$ cat config.mk
export PLATFORM = sky130hd
export DESIGN_NAME = hdpwm_core
export DESIGN_NICKNAME = d
export VERILOG_FILES = /design/src/rtl/hdpwm_pkg.sv /design/src/rtl/hdpwm_ring.sv /design/src/rtl/hdpwm_coarse.sv /design/src/rtl/hdpwm_srff.sv /design/src/rtl/hdpwm_core.sv
export SDC_FILE = /design/constraint.sdc
export NUM_CORES = 1
export LEC_CHECK = 0
export BUFFER_PORTS_ARGS = -buffer_cell sky130_fd_sc_hd__buf_2
export CORE_MARGIN = 2
export CORE_UTILIZATION = 35
export CTS_CLUSTER_DIAMETER = 120
export CTS_CLUSTER_SIZE = 24
export DETAILED_ROUTE_END_ITERATION = 10
export GPL_ROUTABILITY_DRIVEN = 0
export HOLD_SLACK_MARGIN = 0.06
export SKIP_CTS_REPAIR_TIMING = 1
export SYNTH_ARGS = -nofsm -noshare
export SYNTH_HDL_FRONTEND = slang
export SYNTH_HIERARCHICAL = 1
export SYNTH_SLANG_ARGS = --single-unit
export TNS_END_PERCENT = 10
$ cat constraint.sdc
create_clock -name clk -period 3.36 [get_ports clk]
set_input_delay 0.672 -clock clk [delete_from_list [all_inputs] [get_ports clk]]
set_output_delay 0.672 -clock clk [all_outputs]
set_load 0.02 [all_outputs]
$ cat src/rtl/hdpwm_pkg.sv
package hdpwm_pkg;

    localparam int DEF_COARSE_W = 5;
    localparam int DEF_FINE_W   = 5;

    // Requests into the output flip-flop, already combined across sections.
    typedef struct packed {
        logic set_ev;
        logic clr_ev;
    } sr_req_t;

    typedef enum logic {
        PWM_LOW  = 1'b0,
        PWM_HIGH = 1'b1
    } pwm_lvl_t;

    function automatic int unsigned period_len(int unsigned cw, int unsigned fw);
        return 32'd1 << (cw + fw);
    endfunction

endpackage

$ cat src/rtl/hdpwm_ring.sv
module hdpwm_ring #(
    parameter int FINE_W = hdpwm_pkg::DEF_FINE_W
) (
    input  logic              clk,
    input  logic              rst,
    input  logic [FINE_W-1:0] sel,
    output logic              wrap,
    output logic              start_tap,
    output logic              sel_tap
);
    localparam int STAGES = 1 << FINE_W;

    logic [STAGES-1:0] taps;
    logic              last_d;

    // One-hot token circulating through registered stages, one stage per clock.
    genvar i;
    generate
        for (i = 0; i < STAGES; i++) begin : g_stage
            if (i == 0) begin : g_head
                always_ff @(posedge clk) begin
                    if (rst) taps[i] <= 1'b1;
                    else     taps[i] <= taps[STAGES-1];
                end
            end else begin : g_body
                always_ff @(posedge clk) begin
                    if (rst) taps[i] <= 1'b0;
                    else     taps[i] <= taps[i-1];
                end
            end
        end
    endgenerate

    // Registered copy of the final stage marks the start of each revolution.
    always_ff @(posedge clk) begin
        if (rst) last_d <= 1'b1;
        else     last_d <= taps[STAGES-1];
    end

    assign wrap      = taps[STAGES-1];
    assign start_tap = last_d;
    assign sel_tap   = taps[sel];

endmodule

$ cat src/rtl/hdpwm_coarse.sv
module hdpwm_coarse #(
    parameter int COARSE_W = hdpwm_pkg::DEF_COARSE_W
) (
    input  logic                clk,
    input  logic                rst,
    input  logic                advance,
    input  logic [COARSE_W-1:0] match_val,
    output logic                zero_hit,
    output logic                val_hit,
    output logic                at_last
);
    logic [COARSE_W-1:0] cnt;

    always_ff @(posedge clk) begin
        if (rst)          cnt <= '0;
        else if (advance) cnt <= cnt + 1'b1;
    end

    assign zero_hit = (cnt == '0);
    assign val_hit  = (cnt == match_val);
    assign at_last  = &cnt;

endmodule

$ cat src/rtl/hdpwm_srff.sv
module hdpwm_srff
    import hdpwm_pkg::*;
(
    input  logic    clk,
    input  logic    rst,
    input  sr_req_t req,
    output logic    q
);
    pwm_lvl_t lvl;

    // Clear outranks set when both land in the same cycle.
    always_ff @(posedge clk) begin
        if (rst)             lvl <= PWM_LOW;
        else if (req.clr_ev) lvl <= PWM_LOW;
        else if (req.set_ev) lvl <= PWM_HIGH;
    end

    assign q = (lvl == PWM_HIGH);

endmodule

$ cat src/rtl/hdpwm_core.sv
module hdpwm_core
    import hdpwm_pkg::*;
#(
    parameter int COARSE_W = DEF_COARSE_W,
    parameter int FINE_W   = DEF_FINE_W
) (
    input  logic                       clk,
    input  logic                       rst,
    input  logic [COARSE_W+FINE_W-1:0] duty_in,
    output logic                       pwm_o,
    output logic                       period_start_o
);
    localparam int DUTY_W = COARSE_W + FINE_W;

    logic [DUTY_W-1:0] duty_q;
    logic              ring_wrap, ring_start, ring_sel;
    logic              cnt_zero, cnt_match, cnt_last;
    sr_req_t           req;

    hdpwm_ring #(.FINE_W(FINE_W)) u_ring (
        .clk       (clk),
        .rst       (rst),
        .sel       (duty_q[FINE_W-1:0]),
        .wrap      (ring_wrap),
        .start_tap (ring_start),
        .sel_tap   (ring_sel)
    );

    hdpwm_coarse #(.COARSE_W(COARSE_W)) u_coarse (
        .clk       (clk),
        .rst       (rst),
        .advance   (ring_wrap),
        .match_val (duty_q[DUTY_W-1:FINE_W]),
        .zero_hit  (cnt_zero),
        .val_hit   (cnt_match),
        .at_last   (cnt_last)
    );

    // Capture the duty word in the final cycle of the period.
    always_ff @(posedge clk) begin
        if (rst)                        duty_q <= '0;
        else if (ring_wrap && cnt_last) duty_q <= duty_in;
    end

    always_comb begin
        req.set_ev = cnt_zero  & ring_start;
        req.clr_ev = cnt_match & ring_sel;
    end

    hdpwm_srff u_sr (
        .clk (clk),
        .rst (rst),
        .req (req),
        .q   (pwm_o)
    );

    assign period_start_o = req.set_ev;

endmodule

==> key figures, run 1 <==
Drt
  – Residual DRC: 0
  – Drt total wl: 3330 um
  – Routed Antenna Nets: 0
  – Vias per std cell: 4.64
  – Starting DRT DRC Count: 46
  – First-pass iteration count of the detailed router: 4
  – Routed via count: 1268
  – Routed WL per cell: 12.2 um

Final layout
  – Area delta synth->final: 8.81%
  – N_diodes: 0
  – FILL cells: around 570
  – Register Area: 961 sq um
  – Area of the multi-input gates: approximately 940 sq um
  – Final Net Count: about 220
  – Layout cell share with drive strength beyond 1: 0.164

CTS
  – H-tree depth: 2
  – Maximum buffer depth of the clock tree: 2
  – Clk Tree Root Cell: clkbuf_8
  – Clock-pin slew on the worst setup and hold paths: 0.08 ns
  – CTS tree: done
  – CTS Buf Count: 5
  – CTS sink cnt: 48
  – Clk_lat worst skew: 0.29 ns

STA
  – Count of final setup violators: 0
  – Endpoints failing hold: 0
  – Setup TNS: 0 ns
  – Final WS setup: 1.22 ns
  – Max Clk Rate: 466 MHz
  – Max Slew Vio Count: 0
  – Setup Skew: approximately 0.0050 ns
  – Worst Tran Pin Value: 0.926 ns
  – Tmin final: around 2.1 ns
  – Slew headroom: 0.382
  – RSZ-0062 raised after global routing: no
  – Final period util: 0.638

Synthesis
  – Synth Flop Type: dfxtp_1
  – Post-Synthesis Cell Area: 1990 sq um
  – Number of flops mapped to enable cells by yosys: 0
  – Syn nets: 205
  – Post-Synthesis Cells: 190
  – Yosys cell types: 32
  – Mapped Avg Cell Area: roughly 10 sq um
  – Yosys warning count: 6
  – Sequential fraction of the synthesis area: 0.483
  – Synthesized flop and latch total: 48
  – Async SR Flop Fraction: 0

Critical path
  – Worst setup path class: flop to output port
  – Crit-path max FO: 5
  – CP startpoint kind: flop
  – R2r setup slk: between 1 and 1.5 ns
  – Delay-heaviest family, CP: flip-flops
  – Critical path's largest stage delay: 0.44 ns
  – CP max-delay cell: dfxtp_1
  – Worst Path Buf+Inv: 2
  – Arr. time, crit path: 1.47 ns
  – Stages on worst setup path: 5
  – Setup crit start: u_coarse/cnt[0]$_SDFFE_PP0P_
  – Worst Path Required: around 2.7 ns
  – Critical path endpoint category: output port
  – Reg-to-Reg End: u_sr/q$_SDFFE_PP0P_
  – Worst-path cell chain: inv_1 > ha_1 > nor4b_1 > and2_1 > buf_2
  – Worst reg-to-reg path cell count: 7
  – FF-to-FF Start: duty_q[1]$_SDFFE_PP0P_

Floorplanning
  – Initial Util: 0.361
  – Core Area: 5510 sq um
  – Die ar.: around 6300 sq um
  – Die Span Y: 79.4 um
  – Top Ports: 14
  – Row count: 27
  – Die X: about 79 um

Worst hold path
  – Worst min-delay path startpoint: u_ring/taps[30]$_SDFF_PP0_
  – Worst Hold Class: flop to flop
  – Hold EP: u_ring/wrap$_SDFF_PP0_
  – Hold Path Cell Cnt: 1

Pwr
  – Power Density: 438 nW/um^2
  – Leakage power: 0.762 nW
  – Tot Pwr: around 0.95 mW
  – Worst IR Drop VDD: 191 uV

Global routing
  – Global Route Usage Sum: 0.118
  – Initial antenna violation count: 0
  – Number of global-route vias before repair: 1200
  – Total gr overflow: 0
  – Largest net degree at the start of global routing: 49
  – First-pass GRT wire length: approximately 5800 um

Run
  – Maxcap violations: 0

Placement
  – Port Buffers: 13
  – DPL Wire Length: between 2000 and 2500 um
  – Pre-CTS setup slack: 1.24 ns

Status
  – Status: complete, no violations
==> where the power goes <==
group          internal [mW]  switching, mW  leakage (nW)
clock                  0.167          0.182        0.0445
sequential             0.571        0.00192         0.388
combinational        0.00932         0.0154         0.330
==> through the flow <==
stage | util | hold WS [ns] | area [sq um] | instances
floorplan | - | 0.437 | 1990 | 190
CTS | 0.393 | 0.468 | 2160 | 273
finish | 0.393 | 0.465 | 2160 | 273
global placement | 0.376 | 0.449 | 2070 | 265
detailed placement | 0.376 | 0.454 | 2070 | 265
global route | 0.393 | 0.480 | 2160 | 273
==> cell families (layout without fill, tap and decap cells) <==
group                      count (synthesis)  in the layout  share of synthesized area
DFF                                       48             48                      0.483
xor gates and xnor gates                   8              8                     0.0352
buffers and inverters                     13             24                     0.0447
and+or+nand+nor                           71             71                      0.202
muxes                                     18             18                     0.0906
AOI/OAI and AO/OA                         29             29                      0.126
adders and majority gates                  3              3                     0.0189
==> cell usage after synthesis, types with 2 or more instances <==
cell type / instances / area share
dfxtp_1: 48 / 0.48
nor2b_1: 32 / 0.10
mux2i_1: 18 / 0.091
nand3_1: 13 / 0.033
a21bo_1: 10 / 0.050
a21oi_2: 10 / 0.044
nand2_1: 7 / 0.013
nor2_1: 7 / 0.013
a22oi_1: 4 / 0.015
xnor2_1: 4 / 0.018
xor2_1: 4 / 0.018
a21oi_1: 3 / 0.0075
and2_1: 3 / 0.0094
buf_2: 3 / 0.0075
clkbuf_1: 3 / 0.0057
ha_1: 3 / 0.019
buf_6: 2 / 0.011
inv_1: 2 / 0.0038
==> routing by layer <==
| layer | track usage | share of wire | wire length (um) |
|---|---|---|---|
| met4 | 0.0569 | 0.025 | 83 |
| met3 | 0.0305 | 0.020 | 65 |
| met2 | 0.165 | 0.41 | 1350 |
| met5 | 0 | 0 | 0 |
| met1 | 0.168 | 0.55 | 1830 |
==> state kept, by name, summed over array words and instances, names as in the netlist <==
register          cells
u_coarse/cnt          5
u_ring/taps          30
u_ring/wrap           1
u_ring/start_tap      1
duty_q               10
u_sr/q                1
==> how the worst max path moves through the flow <==
stage                     endpoint  slack, ns
2_1_floorplan       period_start_o       1.72
3_3_place_gp   u_sr/q$_SDFFE_PP0P_       1.29
3_5_place_dp   u_sr/q$_SDFFE_PP0P_       1.24
4_1_cts             period_start_o       1.20
5_1_grt        u_sr/q$_SDFFE_PP0P_       1.07
6_report            period_start_o       1.22
==> placed cells by master, fill, tap and decap left out, types with 2 or more instances in the layout <==
master	netlist	final
mux2i_1	18	18
nand3_1	13	13
a22oi_1	4	4
a21oi_1	3	3
clkbuf_8	0	6
inv_1	2	2
xnor2_1	4	4
buf_2	3	13
a21bo_1	10	10
dfxtp_1	48	48
and2_1	3	3
nand2_1	7	7
xor2_1	4	4
nor2b_1	32	32
a21oi_2	10	10
nor2_1	7	7
ha_1	3	3
==> layout make-up <==
class / count / area share
clock buffers: 7 / 0.0399
inverters: 2 / 0.00347
well taps: 72 / 0.0416
multi-input cells: 129 / 0.434
flip-flops and latches: 48 / 0.444
clock inverters: 1 / 0.00347
repair buffers: 14 / 0.0335
Power figures use the tool's default switching activity.
==> run 2: changes to the inputs <==
==> constraint.sdc (replaced) <==
create_clock -name clk -period 1.7 [get_ports clk]
set_input_delay 0.34 -clock clk [delete_from_list [all_inputs] [get_ports clk]]
set_output_delay 0.34 -clock clk [all_outputs]
set_load 0.02 [all_outputs]
==> run 2 against run 1 <==
Clock power increased by 96%; design area increased by 8.7%; cell count increased by 3.7%; largest power group unchanged.
==> key figures, run 2 (synthesis gave the netlist of run 1 again) <==
STA
  – Worst Tran Pin Value: 0.421 ns (was 0.926 ns)
  – Setup Skew: 0.00256 ns (was 0.00499 ns)
  – Endpoints failing hold: 0 (unchanged)
  – Max Clk Rate: 598 MHz
  – Tmin final: 1.67 ns
  – Max Slew Vio Count: 0 (unchanged)
  – Slew headroom: 0.720 (was 0.382)
  – Count of final setup violators: 0 (unchanged)
  – Worst hold slack: 0.287 ns (was 0.465 ns)
  – Final period util: 0.984

Critical path
  – FF-to-FF Start: u_coarse/cnt[0]$_SDFFE_PP0P_ (was duty_q[1]$_SDFFE_PP0P_)
  – Setup crit start: u_coarse/cnt[1]$_SDFFE_PP0P_ (was u_coarse/cnt[0]$_SDFFE_PP0P_)
  – Critical path endpoint category: output port (unchanged)
  – CP max-delay cell: dfxtp_4 (was dfxtp_1)
  – Crit-path max FO: 2 (was 5)
  – Worst-path cell chain: inv_2 > ha_4 > nor4b_4 > and2_4 > buf_6 (was inv_1 > ha_1 > nor4b_1 > and2_1 > buf_2)
  – Arr. time, crit path: 1.33 ns (was 1.47 ns)
  – Worst Path Required: 1.36 ns (was 2.69 ns)
  – CP startpoint kind: flop (unchanged)
  – Critical path's largest stage delay: 0.35 ns (was 0.44 ns)
  – Worst setup path class: flop to output port (unchanged)

CTS
  – CTS sink cnt: 48 (unchanged)
  – CTS Buf Count: 5 (unchanged)
  – Clock-pin slew on the worst setup and hold paths: 0.08 ns (about the same)
  – Clk_lat worst skew: 0.30 ns (was 0.29 ns)
  – H-tree depth: 2 (unchanged)
  – Clk Tree Root Cell: clkbuf_8 (unchanged)
  – Maximum buffer depth of the clock tree: 2 (unchanged)
  – CTS tree: done (unchanged)

Global routing
  – Largest net degree at the start of global routing: 27 (was 49)
  – Number of global-route vias before repair: 1263 (was 1200)
  – Global Route Usage Sum: 0.121 (was 0.118)
  – Total gr overflow: 0 (unchanged)
  – First-pass GRT wire length: 5900 um (was 5750 um)
  – Initial antenna violation count: 0 (unchanged)

Final layout
  – Max reg flops: 30 (unchanged)
  – Commonest non-fill, non-tap cell in the layout: dfxtp_1 (unchanged)
  – Final Net Count: 225 (was 215)
  – Final cell count without fillers: 283 (was 273)
  – Layout cell share with drive strength beyond 1: 0.265 (was 0.164)
  – Finished Core Util: 0.427 (was 0.393)
  – Largest Register: u_ring/taps (unchanged)
  – N_diodes: 0 (unchanged)
  – Commonest non-fill, non-tap cells in the layout: 45 x dfxtp_1, 31 x nor2b_1, 17 x mux2i_1, 13 x nand3_1, 12 x buf_2 (was 48 x dfxtp_1, 32 x nor2b_1, 18 x mux2i_1, 13 x nand3_1, 13 x buf_2)
  – Largest regs: u_ring/taps (30), duty_q (10), u_coarse/cnt (5) (unchanged)
  – Area delta synth->final: 18.2% (was 8.81%)
  – FILL cells: 544 (was 565)

Drt
  – Vias per std cell: 4.65 (was 4.64)
  – Residual DRC: 0 (unchanged)
  – Routed Antenna Nets: 0 (unchanged)
  – Drt total wl: 3570 um (was 3330 um)
  – Starting DRT DRC Count: 58 (was 46)
  – Routed WL per cell: 12.6 um (was 12.2 um)
  – Routed via count: 1316 (was 1268)
  – First-pass iteration count of the detailed router: 4 (unchanged)

Floorplanning
  – Die X: 79.4 um (unchanged)
  – Die Span Y: 79.4 um (unchanged)
  – Initial Util: 0.361 (unchanged)
  – Row count: 27 (unchanged)
  – Die ar.: 6300 sq um (unchanged)
  – Core Area: 5510 sq um (unchanged)
  – Top Ports: 14 (unchanged)

Pwr
  – Power Density: 796 nW/um^2 (was 438 nW/um^2)
  – Leakage power: 0.861 nW (was 0.762 nW)
  – Worst IR Drop VDD: 487 uV (was 191 uV)

Worst hold path
  – Worst min-delay path startpoint: duty_in[1] (was u_ring/taps[30]$_SDFF_PP0_)
  – Worst Hold Class: primary input to flop (was flop to flop)

Placement
  – Port Buffers: 13 (unchanged)
  – Post-Place Cells: 269 (was 265)
  – DPL Wire Length: 2290 um (was 2170 um)

Run
  – Maxcap violations: 0 (unchanged)

Status
  – Status: complete, no violations (unchanged)
run 2: cell types whose count changed in the layout (fill, tap and decap cells not counted), sizes merged:
cell,delta
buf,+9
clkinv,+2
clkinvlp,-1
run 2: cell type report:
class                   count  area [sq um]  area share
multi-input cells         129           981       0.417
flip-flops and latches     48           972       0.413
repair buffers             24           209      0.0888
well taps                  72          90.1      0.0383
clock buffers               6          82.6      0.0351
clock inverters             2          10.0     0.00426
inverters                   2          7.51     0.00319
run 2: power by group:
part | leakage [nW] | total [mW] | internal [mW] | switching [mW]
Clock | 0.0510 | 0.683 | 0.325 | 0.359
Combinational | 0.420 | 0.0614 | 0.0293 | 0.0321
Sequential | 0.390 | 1.13 | 1.12 | 0.00391
Total | 0.861 | 1.87 | 1.48 | 0.395
run 2: layer usage:
metal | global-route usage | share of wire | wire length, um
met1 | 0.174 | 0.54 | 1910
met2 | 0.169 | 0.41 | 1480
met3 | 0.0271 | 0.031 | 109
met4 | 0.0603 | 0.020 | 70
met5 | 0 | 0 | 0
run 2: worst paths after layout:
kind                                                  end  slack (ns)  cells past startpoint
worst min register to register  u_ring/taps[6]$_SDFF_PP0_        0.47                      1
worst max register to register     duty_q[1]$_SDFFE_PP0P_        0.10                      7
worst max-delay path                       period_start_o        0.03                      5
worst min-delay path               duty_q[1]$_SDFFE_PP0P_        0.29                      3
run 2: metrics by stage:
step	worst slack, ns	area [sq um]	total power, mW	TNS [ns]
4_1_cts	-0.148	2230	1.91	-0.148
2_1_floorplan	0.143	1990	1.19	0
6_report	0.0276	2350	1.87	0
3_5_place_dp	0.0289	2140	1.22	0
5_1_grt	-0.0386	2350	1.96	-0.0386
3_3_place_gp	0.0593	2140	1.22	0
run 2: worst max-delay path: cells and delay by family, from the launching register on:
family / cells / cell delay, ns
and+or+nand+nor: 2 / 0.37
DFF: 1 / 0.35
buffers and inverters: 2 / 0.18
adders and majority gates: 1 / 0.13
==> run 3: changes to the inputs <==
--- a/config.mk
+++ b/config.mk
@@ -5,6 +5,7 @@
 export SDC_FILE = /design/constraint.sdc
 export NUM_CORES = 1
 export LEC_CHECK = 0
+export ABC_AREA = 1
 export BUFFER_PORTS_ARGS = -buffer_cell sky130_fd_sc_hd__buf_2
 export CORE_MARGIN = 2
 export CORE_UTILIZATION = 35
==> run 3 against run 2 <==
Combinational power shrank 8.1%; sequential cell count stayed put; register-to-register slack improved by 0.09 ns; design area is 3.2% lower; utilization is 3.6 points lower; critical path depth increased by 2; synthesized area is 4.2% higher; sequential power about the same; clock power down 11%; global-route usage up 0.46 points; critical path type unchanged; largest power group unchanged; highest routed layer unchanged.
==> key figures, run 3 <==
Status
  – Status: complete, no violations (unchanged)

Synthesis
  – Top post-synthesis cells by area: dfxtp_1 46%, nand2_1 13%, inv_1 10%, nor2_1 9.6%, nand3_1 6.3% (was dfxtp_1 48%, nor2b_1 10%, mux2i_1 9.1%, a21bo_1 5.0%, a21oi_2 4.4%)
  – Sequential fraction of the synthesis area: 0.464 (was 0.483)
  – Yosys warning count: 6 (unchanged)
  – Syn nets: 314 (was 205)
  – Number of flops mapped to enable cells by yosys: 0 (unchanged)
  – Post-Synthesis Cell Area: 2070 sq um (was 1990 sq um)
  – Synthesized flop and latch total: 48 (unchanged)
  – Synth Flop Type: dfxtp_1 (unchanged)
  – Post-synth top area share: 0.464 (was 0.483)
  – Post-Synthesis Cells: 299 (was 190)
  – Async SR Flop Fraction: 0 (unchanged)
  – Yosys cell types: 20 (was 32)
  – Mapped Avg Cell Area: 6.93 sq um (was 10.5 sq um)
  – Most frequent cells after synthesis: 73 x nand2_1, 57 x inv_1, 53 x nor2_1 (was 48 x dfxtp_1, 32 x nor2b_1, 18 x mux2i_1)
  – Top-count cell post-synth: nand2_1 (was dfxtp_1)
  – Cell taking the most area after synthesis: dfxtp_1 (unchanged)

Pwr
  – Leakage power: 1.01 nW (was 0.861 nW)
  – Power Density: 789 nW/um^2 (was 796 nW/um^2)
  – Switching portion of total power: 0.212 (was 0.211)
  – Logic pwr share: 0.031 (was 0.033)
  – Clk pwr share: 0.339 (was 0.365)
  – Cell internal pwr: 1.42 mW (was 1.48 mW)
  – Worst IR Drop VDD: 348 uV (was 487 uV)
  – NetSw: 0.381 mW (was 0.395 mW)
  – Reg power frac: 0.630 (was 0.602)

CTS
  – Clk Tree Root Cell: clkbuf_8 (unchanged)
  – CTS sink cnt: 48 (unchanged)
  – Clock-pin slew on the worst setup and hold paths: 0.08 ns (about the same)
  – CTS tree: done (unchanged)
  – Clk_lat worst skew: 0.29 ns (was 0.30 ns)
  – CTS Buf Count: 5 (unchanged)
  – Maximum buffer depth of the clock tree: 2 (unchanged)
  – H-tree depth: 2 (unchanged)

STA
  – Max Slew Vio Count: 0 (unchanged)
  – Tmin final: 1.62 ns (was 1.67 ns)
  – Worst Tran Pin Value: 0.472 ns (was 0.421 ns)
  – Setup Skew: 0.00822 ns (was 0.00256 ns)
  – RSZ-0062 raised after global routing: no
  – Max Clk Rate: 617 MHz (was 598 MHz)
  – Worst hold slack: 0.263 ns (was 0.287 ns)
  – Count of final setup violators: 0 (unchanged)
  – Slew headroom: 0.685 (was 0.720)
  – Setup TNS: 0 ns (unchanged)
  – Final period util: 0.954 (was 0.984)
  – Endpoints failing hold: 0 (unchanged)

Global routing
  – Initial antenna violation count: 0 (unchanged)
  – Number of global-route vias before repair: 1457 (was 1263)
  – Total gr overflow: 0 (unchanged)
  – First-pass GRT wire length: 6380 um (was 5900 um)
  – Global Route Usage Sum: 0.126 (was 0.121)
  – Largest net degree at the start of global routing: 28 (was 27)

Final layout
  – Commonest non-fill, non-tap cell in the layout: nand2_1 (was dfxtp_1)
  – Layout cell share with drive strength beyond 1: 0.138 (was 0.265)
  – Commonest non-fill, non-tap cells in the layout: 73 x nand2_1, 56 x inv_1, 53 x nor2_1, 46 x dfxtp_1, 26 x nand3_1 (was 45 x dfxtp_1, 31 x nor2b_1, 17 x mux2i_1, 13 x nand3_1, 12 x buf_2)
  – Register Area: 966 sq um (was 972 sq um)
  – Max reg flops: 30 (unchanged)
  – Area delta synth->final: 9.84% (was 18.2%)
  – N_diodes: 0 (unchanged)
  – FILL cells: 678 (was 544)
  – Final Net Count: 329 (was 225)
  – Area of the multi-input gates: 800 sq um (was 981 sq um)
  – Largest regs: u_ring/taps (30), duty_q (10), u_coarse/cnt (5) (unchanged)
  – Largest Register: u_ring/taps (unchanged)

Critical path
  – R2r setup slk: 0.19 ns (was 0.10 ns)
  – Worst reg-to-reg path cell count: 7 (unchanged)
  – Crit-path max FO: 4 (was 2)
  – Reg-to-Reg End: duty_q[2]$_SDFFE_PP0P_ (was duty_q[1]$_SDFFE_PP0P_)
  – Worst Path Required: 1.36 ns (about the same)
  – Critical path's largest stage delay: 0.37 ns (was 0.35 ns)
  – Delay-heaviest family, CP: flip-flops (was simple AND/OR/NAND/NOR gates)
  – Critical path endpoint category: output port (unchanged)
  – Setup crit end: period_start_o (unchanged)
  – Arr. time, crit path: 1.28 ns (was 1.33 ns)
  – CP max-delay cell: dfxtp_4 (unchanged)
  – Worst-path cell chain: inv_1 > ha_1 > nand3_1 > nor2_1 > nand2_1 > inv_2 > buf_6 (was inv_2 > ha_4 > nor4b_4 > and2_4 > buf_6)
  – Stages on worst setup path: 7 (was 5)
  – Setup crit start: u_coarse/cnt[0]$_SDFFE_PP0P_ (was u_coarse/cnt[1]$_SDFFE_PP0P_)
  – Worst Path Buf+Inv: 3 (was 2)
  – Worst setup path class: flop to output port (unchanged)
  – FF-to-FF Start: u_coarse/cnt[0]$_SDFFE_PP0P_ (unchanged)
  – CP startpoint kind: flop (unchanged)

Floorplanning
  – Row count: 28 (was 27)
  – Die X: 80.9 um (was 79.4 um)
  – Top Ports: 14 (unchanged)
  – Die ar.: 6550 sq um (was 6300 sq um)
  – Initial Util: 0.356 (was 0.361)
  – Die Span Y: 80.9 um (was 79.4 um)
  – Core Area: 5820 sq um (was 5510 sq um)

Placement
  – DPL Wire Length: 2540 um (was 2290 um)
  – Port Buffers: 13 (unchanged)

Drt
  – Residual DRC: 0 (unchanged)
  – Starting DRT DRC Count: 79 (was 58)
  – Drt total wl: 3750 um (was 3570 um)
  – Routed Antenna Nets: 0 (unchanged)
  – First-pass iteration count of the detailed router: 4 (unchanged)
  – Vias per std cell: 4.16 (was 4.65)
  – Routed WL per cell: 9.70 um (was 12.6 um)
  – Routed via count: 1609 (was 1316)

Run
  – Maxcap violations: 0 (unchanged)

Worst hold path
  – Worst Hold Class: primary input to flop (unchanged)
-- run 3: cell count changes after synthesis, moves of 5 or more --
cell / change
nor2_2: +5
inv_1: +55
nor2b_1: -32
nor2_1: +46
mux2i_1: -18
nand2_2: +8
a21bo_1: -10
nand3_1: +13
a21oi_2: -10
nand2_1: +66
-- run 3: power groups by stage --
| stage | combinational (mW) | clock (mW) | sequential, mW |
|---|---|---|---|
| 2_1_floorplan | 0.0293 | 0 | 1.16 |
| 3_3_place_gp | 0.0560 | 0 | 1.16 |
| 3_5_place_dp | 0.0556 | 0 | 1.16 |
| 4_1_cts | 0.0556 | 0.638 | 1.13 |
| 5_1_grt | 0.0642 | 0.670 | 1.13 |
| 6_report | 0.0564 | 0.609 | 1.13 |
-- run 3: final cells by class --
cell class	count	area share
clock buffer	5	0.0302
inverter	61	0.103
multi-input combinational	181	0.351
sequential	48	0.424
tap	75	0.0412
timing repair buffer	17	0.0500
-- run 3: routing by layer --
metal  track usage  share of wire
met4        0.0508         0.0037
met1         0.172           0.53
met3        0.0278          0.026
met2         0.192           0.44
met5             0              0
-- run 3: cells by family (layout without fill, tap and decap cells) --
logic type,count (synthesis),count (layout),share of synthesized area
flip-flops,48,48,0.464
AO/OA/AOI/OAI,6,6,0.0145
buffers and inverters,70,83,0.150
adder cells (fa/ha/maj),3,3,0.0181
XOR/XNOR,3,3,0.0127
AND/OR/NAND/NOR,169,169,0.341
-- run 3: per-stage QoR --
stage | std cells | area [sq um] | utilization | setup slack [ns] | power, mW
floorplan | 299 | 2070 | - | 0.358 | 1.19
global placement | 382 | 2200 | 0.378 | 0.222 | 1.22
detailed placement | 382 | 2200 | 0.378 | 0.177 | 1.22
CTS | 387 | 2260 | 0.389 | -0.00980 | 1.83
global route | 387 | 2280 | 0.391 | 0.00557 | 1.87
finish | 387 | 2280 | 0.391 | 0.0787 | 1.80
-- run 3: worst min-delay path by stage --
| stage | startpoint | endpoint | slack, ns | cells past startpoint |
|---|---|---|---|---|
| floorplan | u_ring/taps[9]$_SDFF_PP0_ | u_ring/taps[10]$_SDFF_PP0_ | 0.40 | 2 |
| global placement | u_ring/taps[29]$_SDFF_PP0_ | u_ring/taps[30]$_SDFF_PP0_ | 0.41 | 2 |
| detailed placement | u_ring/taps[4]$_SDFF_PP0_ | u_ring/taps[5]$_SDFF_PP0_ | 0.41 | 2 |
| CTS | duty_in[8] | duty_q[8]$_SDFFE_PP0P_ | 0.26 | 3 |
| global route | duty_in[6] | duty_q[6]$_SDFFE_PP0P_ | 0.28 | 3 |
| finish | duty_in[8] | duty_q[8]$_SDFFE_PP0P_ | 0.26 | 3 |
-- run 3: tightest hold or removal path: cells and delay by family --
kind	cells	cell delay [ns]
and+or+nand+nor	2	0.11
buffers and inverters	1	0.07
